[src/rtl/rp_pkg.sv]
package rp_pkg;

    // Address space and access word of the memory port
    localparam int unsigned RP_AW  = 16;
    localparam int unsigned RP_WW  = 16;
    // Short pointer index width (the largest short form)
    localparam int unsigned RP_SIW = 4;

    // Location table: single-bit slots, nibble slots, wide slots
    localparam int unsigned RP_ONE_BASE  = 16;
    localparam int unsigned RP_ONE_CNT   = 4;
    localparam int unsigned RP_NIB_BASE  = 20;
    localparam int unsigned RP_NIB_STEP  = 4;
    localparam int unsigned RP_NIB_CNT   = 3;
    localparam int unsigned RP_WIDE_BASE = 32;
    localparam int unsigned RP_WIDE_STEP = 16;

    // Table indices reached by the four 2-bit pointer values
    localparam int unsigned RP_IDX_ONE  = 1;
    localparam int unsigned RP_IDX_NIB  = 1 + RP_ONE_CNT;
    localparam int unsigned RP_IDX_WIDE = 1 + RP_ONE_CNT + RP_NIB_CNT;

    localparam logic [1:0] MD_IMM  = 2'd0;  // read side
    localparam logic [1:0] MD_INC  = 2'd0;  // write side
    localparam logic [1:0] MD_MEM  = 2'd1;
    localparam logic [1:0] MD_IND  = 2'd2;
    localparam logic [1:0] MD_CUST = 2'd3;

    typedef enum logic [2:0] {
        ST_IDLE,
        ST_FETCH,
        ST_USE,
        ST_RD,
        ST_TAKE,
        ST_WR,
        ST_BUMP
    } rp_state_e;

    typedef enum logic [1:0] {
        PW_ONE,
        PW_NIB,
        PW_FULL
    } rp_pw_e;

endpackage

[src/rtl/rp_short_map.sv]
module rp_short_map
    import rp_pkg::*;
#(
    parameter int unsigned AW  = RP_AW,
    parameter int unsigned IW  = RP_SIW
) (
    input  logic [IW-1:0] idx,
    output logic [AW-1:0] loc
);

    localparam int unsigned NIB_FIRST  = 1 + RP_ONE_CNT;
    localparam int unsigned WIDE_FIRST = NIB_FIRST + RP_NIB_CNT;

    int unsigned iv;

    always_comb begin
        iv = 32'(idx);
        if (iv == 0) begin
            loc = '0;
        end else if (iv < NIB_FIRST) begin
            loc = AW'(RP_ONE_BASE + iv - 1);
        end else if (iv < WIDE_FIRST) begin
            loc = AW'(RP_NIB_BASE + (iv - NIB_FIRST) * RP_NIB_STEP);
        end else begin
            loc = AW'(RP_WIDE_BASE + (iv - WIDE_FIRST) * RP_WIDE_STEP);
        end
    end

endmodule

[src/rtl/rp_loc_class.sv]
module rp_loc_class
    import rp_pkg::*;
#(
    parameter int unsigned AW = RP_AW
) (
    input  logic [AW-1:0] loc,
    output rp_pw_e        cls
);

    localparam int unsigned NIB_END = RP_NIB_BASE + RP_NIB_CNT * RP_NIB_STEP;

    int unsigned a;

    always_comb begin
        a = 32'(loc);
        if (a >= RP_ONE_BASE && a < RP_ONE_BASE + RP_ONE_CNT) begin
            cls = PW_ONE;
        end else if (a >= RP_NIB_BASE && a < NIB_END && ((a - RP_NIB_BASE) % RP_NIB_STEP) == 0) begin
            cls = PW_NIB;
        end else begin
            cls = PW_FULL;
        end
    end

endmodule

[src/rtl/rp_operand_resolver.sv]
module rp_operand_resolver
    import rp_pkg::*;
#(
    parameter int unsigned AW  = RP_AW,
    parameter int unsigned WW  = RP_WW,
    parameter int unsigned SIW = RP_SIW
) (
    input  logic          clk,
    input  logic          rst_n,
    input  logic          req_valid,
    output logic          req_ready,
    input  logic          req_write,
    input  logic [1:0]    req_mode,
    input  logic [1:0]    req_opw,
    input  logic [1:0]    req_dw,
    input  logic [AW-1:0] req_operand,
    input  logic [WW-1:0] req_data,
    output logic          mem_en,
    output logic          mem_we,
    output logic [AW-1:0] mem_addr,
    output logic [WW-1:0] mem_wdata,
    output logic [WW-1:0] mem_wmask,
    input  logic [WW-1:0] mem_rdata,
    output logic          done,
    output logic          unsupported,
    output logic [WW-1:0] result
);

    typedef struct packed {
        rp_state_e     state;
        logic          wr;
        logic [1:0]    mode;
        logic [1:0]    dw;
        logic [WW-1:0] data;
        logic [AW-1:0] addr;
        logic [WW-1:0] ptr_next;
        logic [WW-1:0] result;
        logic          done;
        logic          unsup;
    } regs_t;

    function automatic logic [WW-1:0] dw_mask(input logic [1:0] dw);
        case (dw)
            2'd0:    return WW'(1);
            2'd1:    return WW'(4'hF);
            default: return '1;
        endcase
    endfunction

    function automatic logic [WW-1:0] pw_mask(input rp_pw_e pw);
        case (pw)
            PW_ONE:  return WW'(1);
            PW_NIB:  return WW'(4'hF);
            default: return '1;
        endcase
    endfunction

    regs_t q, d;

    // Operand as pointer: 2-bit values pick a subset of table indices
    logic [SIW-1:0] op_idx;
    logic [AW-1:0]  op_loc;
    logic [AW-1:0]  op_addr;

    always_comb begin
        case (req_operand[1:0])
            2'd0:    op_idx = '0;
            2'd1:    op_idx = SIW'(RP_IDX_ONE);
            2'd2:    op_idx = SIW'(RP_IDX_NIB);
            default: op_idx = SIW'(RP_IDX_WIDE);
        endcase
        if (req_opw[0]) op_idx = req_operand[SIW-1:0];
    end

    rp_short_map #(.AW(AW), .IW(SIW)) u_op_map (
        .idx (op_idx),
        .loc (op_loc)
    );

    assign op_addr = req_opw[1] ? req_operand : op_loc;

    // Stored pointer: width from its own location, short forms re-expanded
    rp_pw_e         st_cls;
    logic [SIW-1:0] st_idx;
    logic [AW-1:0]  st_loc;
    logic [AW-1:0]  st_addr;
    logic [WW-1:0]  st_inc;

    rp_loc_class #(.AW(AW)) u_loc_class (
        .loc (q.addr),
        .cls (st_cls)
    );

    assign st_idx = (st_cls == PW_ONE) ? {{(SIW-1){1'b0}}, mem_rdata[0]} : mem_rdata[SIW-1:0];

    rp_short_map #(.AW(AW), .IW(SIW)) u_st_map (
        .idx (st_idx),
        .loc (st_loc)
    );

    assign st_addr = (st_cls == PW_FULL) ? mem_rdata[AW-1:0] : st_loc;
    assign st_inc  = (mem_rdata + WW'(1)) & pw_mask(st_cls);

    always_comb begin
        d         = q;
        d.done    = 1'b0;
        d.unsup   = 1'b0;
        mem_en    = 1'b0;
        mem_we    = 1'b0;
        mem_addr  = q.addr;
        mem_wdata = q.data;
        mem_wmask = dw_mask(q.dw);
        case (q.state)
            ST_IDLE: begin
                if (req_valid) begin
                    d.wr   = req_write;
                    d.mode = req_mode;
                    d.dw   = req_dw;
                    d.data = req_data;
                    d.addr = op_addr;
                    if (req_mode == MD_CUST) begin
                        d.done  = 1'b1;
                        d.unsup = 1'b1;
                    end else if (!req_write) begin
                        if (req_mode == MD_IMM) begin
                            d.result = WW'(req_operand) & dw_mask(req_dw);
                            d.done   = 1'b1;
                        end else if (req_mode == MD_MEM) begin
                            d.state = ST_RD;
                        end else begin
                            d.state = ST_FETCH;
                        end
                    end else begin
                        d.state = (req_mode == MD_MEM) ? ST_WR : ST_FETCH;
                    end
                end
            end
            ST_FETCH: begin
                mem_en  = 1'b1;
                d.state = ST_USE;
            end
            ST_USE: begin
                mem_en     = 1'b1;
                mem_addr   = st_addr;
                d.ptr_next = st_inc;
                if (!q.wr) begin
                    d.state = ST_TAKE;
                end else begin
                    mem_we = 1'b1;
                    if (q.mode == MD_INC) begin
                        d.state = ST_BUMP;
                    end else begin
                        d.state = ST_IDLE;
                        d.done  = 1'b1;
                    end
                end
            end
            ST_RD: begin
                mem_en  = 1'b1;
                d.state = ST_TAKE;
            end
            ST_TAKE: begin
                d.result = mem_rdata & dw_mask(q.dw);
                d.done   = 1'b1;
                d.state  = ST_IDLE;
            end
            ST_WR: begin
                mem_en  = 1'b1;
                mem_we  = 1'b1;
                d.done  = 1'b1;
                d.state = ST_IDLE;
            end
            ST_BUMP: begin
                mem_en    = 1'b1;
                mem_we    = 1'b1;
                mem_wdata = q.ptr_next;
                mem_wmask = pw_mask(st_cls);
                d.done    = 1'b1;
                d.state   = ST_IDLE;
            end
            default: d.state = ST_IDLE;
        endcase
    end

    always_ff @(posedge clk or negedge rst_n) begin
        if (!rst_n) begin
            q       <= '0;
            q.state <= ST_IDLE;
        end else begin
            q <= d;
        end
    end

    assign req_ready   = (q.state == ST_IDLE);
    assign done        = q.done;
    assign unsupported = q.unsup;
    assign result      = q.result;

    // the memory port stays quiet whenever a new request can be taken
    p_idle_quiet_r1: assert property (@(posedge clk) disable iff (!rst_n)
        req_ready |-> !mem_en);

    // done lasts one cycle unless a fresh request was taken meanwhile
    p_done_pulse_r1: assert property (@(posedge clk) disable iff (!rst_n)
        done |=> (!done || $past(req_valid && req_ready)));

    // immediate fetch completes on the next cycle with the masked operand
    p_imm_next_r5: assert property (@(posedge clk) disable iff (!rst_n)
        (req_valid && req_ready && !req_write && req_mode == MD_IMM)
        |=> (done && !unsupported &&
             result == ($past(WW'(req_operand)) & $past(dw_mask(req_dw)))));

    // every write mask covers exactly 1, 4 or 16 low bits
    p_wmask_legal_r9: assert property (@(posedge clk) disable iff (!rst_n)
        (mem_en && mem_we) |->
        (mem_wmask == WW'(1) || mem_wmask == WW'(4'hF) || mem_wmask == '1));

    // the pointer write-back directly follows the data write
    p_bump_follows_r11: assert property (@(posedge clk) disable iff (!rst_n)
        (mem_en && mem_we && q.state == ST_BUMP) |-> $past(mem_en && mem_we));

    // custom mode ends at once with the flag raised
    p_custom_flag_r12: assert property (@(posedge clk) disable iff (!rst_n)
        (req_valid && req_ready && req_mode == MD_CUST) |=> (done && unsupported));

endmodule

[config.mk]
export PLATFORM = sky130hd
export DESIGN_NAME = rp_operand_resolver
export DESIGN_NICKNAME = d
export VERILOG_FILES = /design/src/rtl/rp_pkg.sv /design/src/rtl/rp_short_map.sv /design/src/rtl/rp_loc_class.sv /design/src/rtl/rp_operand_resolver.sv
export SDC_FILE = /design/constraint.sdc
export NUM_CORES = 1
export LEC_CHECK = 0
export ABC_AREA = 1
export CORE_MARGIN = 2
export CORE_UTILIZATION = 49
export CTS_CLUSTER_SIZE = 16
export DETAILED_ROUTE_END_ITERATION = 8
export PLACE_DENSITY = 0.92
export SLEW_MARGIN = 20
export SYNTH_ARGS = -nofsm -noshare
export SYNTH_HDL_FRONTEND = slang
export SYNTH_SLANG_ARGS = --single-unit
[constraint.sdc]
create_clock -name clk -period 6 [get_ports clk]
set_input_delay 1.8 -clock clk [delete_from_list [all_inputs] [get_ports clk]]
set_output_delay 1.8 -clock clk [all_outputs]
set_load 0.02 [all_outputs]
# Word level (Yosys, flattened, before mapping)
# Cells that the tools add are included.
# totals
regBits	74
in_bits	58
# classes
n_eq_ne	19
addsub	14
mux	48
magnitude_cmp	8
n_reduce_logical	20
n_bitwise	3
# ops
cell	n
$mux W16	18
$pmux W16 S2	4
$and A16 B16 Y16	3
$mux W40	1
$mux W17	2
$add A5 B16 Y16 const A	2
$add A6 B16 Y16 const A	2
$ge A16 B5 Y1 const B	2
$logic_not A32 Y1	1
$sub A16 B1 Y16 const B	2
$mux W18	1
$mux W3	6
$add A16 B1 Y16 const B	1
$lt A16 B5 Y1 const B	1
$lt A16 B6 Y1 const B	1
$add A5 B4 Y6 const A	2
$logic_not A2 Y1	6
$pmux W3 S4	1
$pmux W4 S3	1
$eq A2 B1 Y1 const B	5
$sub A4 B3 Y5 const B	2
$sub A4 B4 Y5 const B	2
$eq A3 B3 Y1 const B	3
$logic_not A4 Y1	2
23 further kinds	41

# Longest topological paths before layout
# Gate-level depths: netlist (run 1).
# logic_depth
word_depth	14
mapped_depth	16
mapped_depth_nobuf	15

# By module
# A second synthesis (run 1) with hierarchy kept.
# hier_totals
cells_unflattened	771
area_unflattened_um2	5347.6
# modules_own_cells
module	seq_area_each_um2	n_inst	cells_each	area_per_inst_um2
rp_operand_resolver	1851.8	1	636	4553.1
rp_short_map	0.0	2	58	350.3
rp_loc_class	0.0	1	19	93.8

# Worst setup path after synthesis (run 1)
# OpenSTA, ideal clock, no wires.
# synth_path
path_type	input port to output port
start	input port mem_rdata[2]
end	output port mem_addr[6]
path_stages	12
required_ns	4.200
setup_slack_ns	0.484
arrival_time_ns	3.716
path_cell_list	buf_2 > nand2_2 > inv_1 > ha_1 > a21oi_1 > inv_1 > nand2_2 > nand3_1 > ha_1 > nand2_1 > nand3_1 > o21ai_0
# synth_between
elab_chain_len	8
elab_cells_between_ends	15
# synth_lines
element	line	text
start: declaration	rp_operand_resolver.sv:23	input logic [WW-1:0] mem_rdata,
$mux W4 *	rp_operand_resolver.sv:94	assign st_idx = (st_cls == PW_ONE) ? {{(SIW-1){1'b0}}, mem_rdata[0]} : mem_rdata[SIW-1:0];
$sub A4 B4 Y5 or $sub A4 B3 Y5 (tied branches)	rp_short_map.sv:25, rp_short_map.sv:23	
$add A6 B16 Y16 or $add A5 B16 Y16 (tied branches)	rp_short_map.sv:25, rp_short_map.sv:23	
$mux W16	rp_short_map.sv:22	end else if (iv < WIDE_FIRST) begin
$mux W16	rp_short_map.sv:20	end else if (iv < NIB_FIRST) begin
$mux W16 *	rp_short_map.sv:18	if (iv == 0) begin
$mux W16 *	rp_operand_resolver.sv:101	assign st_addr = (st_cls == PW_FULL) ? mem_rdata[AW-1:0] : st_loc;
$mux W16 *	rp_operand_resolver.sv:113	case (q.state)
end: declaration	rp_operand_resolver.sv:20	output logic [AW-1:0] mem_addr,
# Mark *: on every way between the ends. The rest lies on a longest branch, timed or not.

# Final worst setup path (run 1)
# layout_path
start	input port mem_rdata[1]
end	output port mem_addr[12]
# Same word-level chain as after synthesis.

==> results.json, run 1 <==
{
  "outcome": "completed",
  "synth_area_leader_cell": "dfrtp_1",
  "post_cts_buffers": 0,
  "synth_top_flop_cell": "dfrtp_1",
  "area_growth_pct": 27.2,
  "drc": 0,
  "clk_latency_ns": 0.34,
  "n_antenna_cell": 0,
  "hold_path_class": "reg2reg",
  "drv_cap": 0,
  "synth-seq-area-share_pct": 36.3,
  "die_y_um": 106,
  "finClkSkew_ns": 0.00908,
  "dieWidth_um": 106,
  "drt_wl_total_um": 14900,
  "dr.first_iter.drc_count": 667,
  "ctsHtreeMaxLevel": 3,
  "critical_path_required_ns": 4.20,
  "grt_pass1_wl_um": 24000,
  "dp_cells": 892,
  "grt_pass1_vias": 4820,
  "dpl.hpwl_um": 11300,
  "syn_area_mm2": 0.00510,
  "grt-ovfl-total": 0,
  "synth_top_area_share_pct": 36.3,
  "wl_per_cell_um": 16.4,
  "drt_first_pass_iters": 5,
  "avgSynthCellArea_um2": 7.63,
  "grt_max_degree": 43,
  "slew_headroom_pct": 28.9,
  "arrival_ns": 4.10,
  "antenna_found_initial": 0,
  "fin_nets": 844,
  "period_share_pct": 98.3,
  "drive_above_1_share_pct": 13.1,
  "irDropWorstVdd_mv": 0.281,
  "syn-num-nets": 745,
  "die-area_mm2": 0.0112,
  "cp_max_fo": 5,
  "clkSinkCount": 74,
  "start_util_pct": 49.8,
  "synth-edff-count": 0,
  "leakage_uw": 0.00304,
  "yosys_warnings": 0,
  "design_power_total_uw": 3110,
  "viasPerCell": 5.57,
  "cts.path.max_buffers": 2,
  "cts_buffers": 9,
  "tightestPinTransition_ns": 1.07,
  "synthTopCellsByArea": "dfrtp_1 36%, nand2_1 11%, buf_4 4.9%, ha_1 4.7%, inv_1 4.5%",
  "vias": 5053,
  "setup_viol": 0,
  "ys_ff_latch": 74,
  "cp-end-kind": "output pin",
  "worstSetupPathType": "in2out",
  "rsz0062_at_grt": "false",
  "fmax_mhz": 169,
  "fin_crit_ns": 5.90,
  "coreArea_mm2": 0.0102,
  "report.final.slew_viol_count": 0,
  "power.density_cell_area_mw_per_mm2": 479,
  "async_reset_ff_share_pct": 100,
  "ant_nets": 0,
  "synthCells": 668,
  "ios": 127,
  "final_hold_viol_count": 0,
  "port_buffers": 125,
  "cts_tree": "built",
  "place_congestion": 0.974,
  "startpoint_type": "input pin",
  "postCtsHoldBufs": 0,
  "final_cells": 907,
  "rows": 37,
  "clockRootBuffer": "clkbuf_8",
  "clk_pin_slew_worst_paths_ns": 0.08,
  "grt_use_total_pct": 26.8,
  "yosys.cell_types.count": 48
}
[area by class of cell]
cell class / instances / area (um2)
clock buffer: 10 / 138
clock inverter: 5 / 31.3
fill: 858 / 3750
inverter: 75 / 284
multi-input combinational: 458 / 2580
sequential: 74 / 1850
tap: 136 / 170
timing repair buffer: 149 / 1430
[cells by family (layout without fill, tap and decap cells)]
family	count (synthesis)	after routing	share of synthesized area, %
multiplexers	2	2	0.442
other	1	1	0.0736
AO/OA/AOI/OAI	138	138	17.0
adder cells (fa/ha/maj)	19	19	4.66
buffers and inverters	136	239	13.2
XOR/XNOR	9	9	1.55
flip-flops	74	74	36.3
AND/OR/NAND/NOR	289	289	26.8
[critical path: stages]
cell	delay, ns
clkdlybuf4s50_1	0.53
nand2_1	0.14
inv_1	0.11
ha_1	0.19
a21oi_2	0.06
inv_1	0.09
nand2_2	0.06
buf_4	0.15
nor2_4	0.15
nand2_4	0.09
nand2_1	0.11
clkdlybuf4s50_1	0.62
[flip-flops by register name, indices dropped and copies added (netlist names)]
signal	cells
done	1
result	16
q	56
unsupported	1
[layer usage]
metal  share of wire [%]  up-vias  global-route usage (%)
met5                   0        -                       0
met4                 3.4        0                    12.2
met3                 8.5       51                    5.52
met2                  47      289                    43.4
met1                  41     2328                    34.7
li1                    -     2385                       -
[synthesized netlist by cell type, types with 2 or more instances]
cell,number
nand2_1,148
dfrtp_1,74
inv_1,61
nor2_1,49
nand3_1,45
a21oi_1,35
o21ai_0,34
buf_4,33
ha_1,19
clkbuf_1,15
a31oi_1,13
inv_2,13
nand4_1,13
a2bb2oi_1,10
o22ai_1,10
o21ai_1,9
buf_2,8
xor2_1,7
a22oi_1,6
nand2_2,6
nand2_4,6
a22oi_2,5
nor2_4,5
nor3_2,4
buf_6,3
nand3_2,3
o211ai_1,3
o21ai_2,3
a21boi_1,2
mux2_2,2
nand3_4,2
nor2_2,2
nor3_1,2
o221ai_1,2
or2_2,2
xnor2_1,2
[final timing paths]
check	slack (ns)	cells after the start	from	end
min in group asynchronous	1.59	1	rst_n	q[70]
min reg2reg	0.47	2	q[50]	q[50]
max	0.1	12	mem_rdata[1]	mem_addr[12]
min	0.47	2	q[50]	q[50]
max reg2reg	3.80	6	q[72]	result[2]
max in group asynchronous	3.43	2	rst_n	result[11]
[metrics by stage]
stage	setup TNS [ns]	area (um2)	utilization (%)	setup slack, ns	hold slack [ns]
after detailed placement	-0.426	6310	61.7	-0.215	0.460
final	0	6480	63.4	0.0991	0.474
after floorplan	0	5100	-	0.484	0.436
after global routing	0	6480	63.4	0.0338	0.509
after CTS	0	6480	63.3	0.0454	0.475
after global placement	-0.342	6310	61.7	-0.179	0.449
[cell usage in the layout, fill, tap and decap left out, types with 4 or more instances in the layout]
cell / Yosys / final
o21ai_0: 34 / 34
nand2_1: 148 / 148
inv_1: 61 / 61
inv_2: 13 / 13
nand4_1: 13 / 13
o21ai_1: 9 / 8
a31oi_1: 13 / 13
dlymetal6s2s_1: 0 / 4
buf_4: 33 / 24
a22oi_1: 6 / 6
o22ai_1: 10 / 10
nor2_4: 5 / 5
clkbuf_8: 0 / 10
nand2_2: 6 / 6
nand2_4: 6 / 6
nand3_1: 45 / 45
xor2_1: 7 / 7
ha_1: 19 / 19
o21ai_2: 3 / 4
a22oi_2: 5 / 5
nor2_1: 49 / 49
nor3_2: 4 / 4
a2bb2oi_1: 10 / 10
a21oi_1: 35 / 34
dfrtp_1: 74 / 74
clkdlybuf4s50_1: 0 / 118
[what timing repair did]
item                                    in CTS  in global routing
endpoints found under the setup margin       2                  6
endpoints found under the hold margin        0                  0
cloned                                       0                  0
resized for setup                            2                 10
[power breakdown]
| part | switching, uW | internal [uW] |
|---|---|---|
| Sequential | 170 | 744 |
| Combinational | 1050 | 802 |
| Clock | 187 | 158 |
| Total | 1400 | 1700 |
Power figures use the tool's default switching activity.
==> inputs of run 2 (changes only) <==
--- a/config.mk
+++ b/config.mk
@@ -7,11 +7,10 @@
 export LEC_CHECK = 0
 export ABC_AREA = 1
 export CORE_MARGIN = 2
-export CORE_UTILIZATION = 49
+export CORE_UTILIZATION = 54
 export CTS_CLUSTER_SIZE = 16
 export DETAILED_ROUTE_END_ITERATION = 8
-export PLACE_DENSITY = 0.92
-export SLEW_MARGIN = 20
+export PLACE_DENSITY = 0.95
 export SYNTH_ARGS = -nofsm -noshare
 export SYNTH_HDL_FRONTEND = slang
 export SYNTH_SLANG_ARGS = --single-unit
==> run 2 against run 1 <==
Worst setup slack better by 0.0016 ns. Largest cell class unchanged. Utilization up 6.9 points. Clock power rose by 9.9%. Clock-buffer cell count decreased by 1. Total power up 0.84%. Final area fell by 0.37%. Critical path depth is 1 higher. Critical path type unchanged. Worst hold slack improved by 0.0060 ns. Cell count decreased by 2.6%.
==> results.json, run 2 (same netlist as run 1, synthesis figures left out) <==
{
  "drive_above_1_share_pct": 13.1,
  "cts_tree": "built",
  "dieWidth_um": 101,
  "worstSetupPathType": "in2out",
  "holdPathStages": 2,
  "cp_max_fo": 5,
  "cp-end-kind": "output pin",
  "rr_worst_depth": 7,
  "die-area_mm2": 0.0102,
  "irDropWorstVdd_mv": 0.271,
  "clkSinkCount": 74,
  "r2r_slack_ns": 3.39,
  "arrival_ns": 4.10,
  "clk_pin_slew_worst_paths_ns": 0.10,
  "crit_path_cell_trace": "clkdlybuf4s50_1 -> nand2_2 -> inv_1 -> ha_1 -> a21oi_1 -> inv_1 -> nand2_2 -> nand3_1 -> ha_1 -> nand2_1 -> nand3_1 -> o21ai_0 -> dlygate4sd1_1",
  "clockRootBuffer": "clkbuf_8",
  "fin_area_mm2": 0.00646,
  "start_util_pct": 55.4,
  "drc": 0,
  "grt-ovfl-total": 0,
  "port_buffers": 125,
  "setup_viol": 0,
  "area_growth_pct": 26.7,
  "regMostFlops": "q",
  "viasPerCell": 5.89,
  "dr.first_iter.drc_count": 479,
  "drv_cap": 0,
  "wl_per_cell_um": 17.7,
  "rsz0062_at_grt": "false",
  "report.final.slew_viol_count": 0,
  "slew_headroom_pct": 23.7,
  "power.density_cell_area_mw_per_mm2": 485,
  "fin_nets": 844,
  "critical_path_required_ns": 4.20,
  "final_hold_viol_count": 0,
  "clk_latency_ns": 0.37,
  "drt_first_pass_iters": 5,
  "cts_resized": 6,
  "fmax_mhz": 170,
  "leakage_uw": 0.00302,
  "dpl.hpwl_um": 11600,
  "max_stage_delay_ns": 0.44,
  "ios": 127,
  "postCtsHoldBufs": 0,
  "rows": 35,
  "grt_pass1_vias": 5100,
  "vias": 5197,
  "n_antenna_cell": 0,
  "cts.path.max_buffers": 2,
  "crit_slowest_cell": "clkdlybuf4s50_1",
  "period_share_pct": 98.3,
  "startpoint_type": "input pin",
  "drt_wl_total_um": 15600,
  "antenna_found_initial": 0,
  "die_y_um": 101,
  "grt_use_total_pct": 31.3,
  "final_cells": 883,
  "final_common_cell": "nand2_1",
  "post_cts_buffers": 0,
  "grt_max_degree": 75,
  "coreArea_mm2": 0.00920,
  "tightestPinTransition_ns": 1.14,
  "fin_crit_ns": 5.90,
  "outcome": "completed",
  "finClkSkew_ns": 0.0174,
  "cts_buffers": 9,
  "place_congestion": 0.993,
  "dpl_cell_area_mm2": 0.00628,
  "ant_nets": 0,
  "largest_reg_flops": 56,
  "grt_pass1_wl_um": 24900,
  "dp_cells": 867,
  "final_cell_mix": "147 x nand2_1, 116 x clkdlybuf4s50_1, 74 x dfrtp_1",
  "hold_path_class": "reg2reg",
  "ctsHtreeMaxLevel": 3
}
run 2: changes by cell type in the layout (fill, tap and decap cells not counted), moves of 2 or more:
| cell | previous run | this run |
|---|---|---|
| clkdlybuf4s50_1 | 118 | 116 |
| clkinv_2 | 3 | 0 |
| clkinvlp_4 | 1 | 3 |
| dlygate4sd2_1 | 0 | 4 |
| dlymetal6s2s_1 | 4 | 2 |
| inv_6 | 0 | 3 |
run 2: stage by stage:
step	power, uW	setup TNS (ns)	utilization [%]	hold slack (ns)	worst slack [ns]
floorplan	2110	0	-	0.436	0.484
global placement	2710	-0.399	68.3	0.451	-0.223
detailed placement	2760	-0.546	68.3	0.460	-0.245
CTS	3120	0	70.2	0.482	0.00812
global route	3330	0	70.2	0.500	0.00757
finish	3130	0	70.2	0.480	0.101
run 2: area by class of cell:
type | count | area (um2)
fillers | 725 | 2740
multi-input cells | 458 | 2580
flip-flops and latches | 74 | 1850
repair buffers | 149 | 1420
inverters | 75 | 284
well taps | 111 | 139
clock buffers | 9 | 124
clock inverters | 7 | 60.1
run 2: where the power goes:
part | internal (uW) | switching (uW)
logic | 787 | 1060
registers | 743 | 163
clock network | 157 | 222
run 2: path summary, 6_finish.rpt:
path | start | endpoint
worst max-delay path | mem_rdata[1] | mem_addr[6]
worst min-delay path | q[59] | q[59]
worst max register to register | q[73] | q[30]
worst min register to register | q[59] | q[59]
max in group asynchronous | rst_n | q[38]
min in group asynchronous | rst_n | q[55]
run 2: worst max-delay path, delay by kind of cell:
| family | cells | cell delay (ns) |
|---|---|---|
| buffers and inverters | 4 | 0.96 |
| AND/OR/NAND/NOR | 5 | 0.44 |
| AO/OA/AOI/OAI | 2 | 0.40 |
| adder cells (fa/ha/maj) | 2 | 0.48 |
run 2: routing by layer:
layer | GRT usage (%) | share of wire, %
met5 | 0 | 0
met4 | 17.4 | 5.1
met3 | 4.97 | 8.8
met2 | 50.1 | 47
met1 | 40.7 | 39
==> inputs of run 3 (changes only) <==
--- a/config.mk
+++ b/config.mk
@@ -8,6 +8,7 @@
 export ABC_AREA = 1
 export CORE_MARGIN = 2
 export CORE_UTILIZATION = 54
+export CTS_CLUSTER_DIAMETER = 120
 export CTS_CLUSTER_SIZE = 16
 export DETAILED_ROUTE_END_ITERATION = 8
 export PLACE_DENSITY = 0.95
==> results of run 3 <==
Final layout, timing and power as in run 2 (identical DEF).
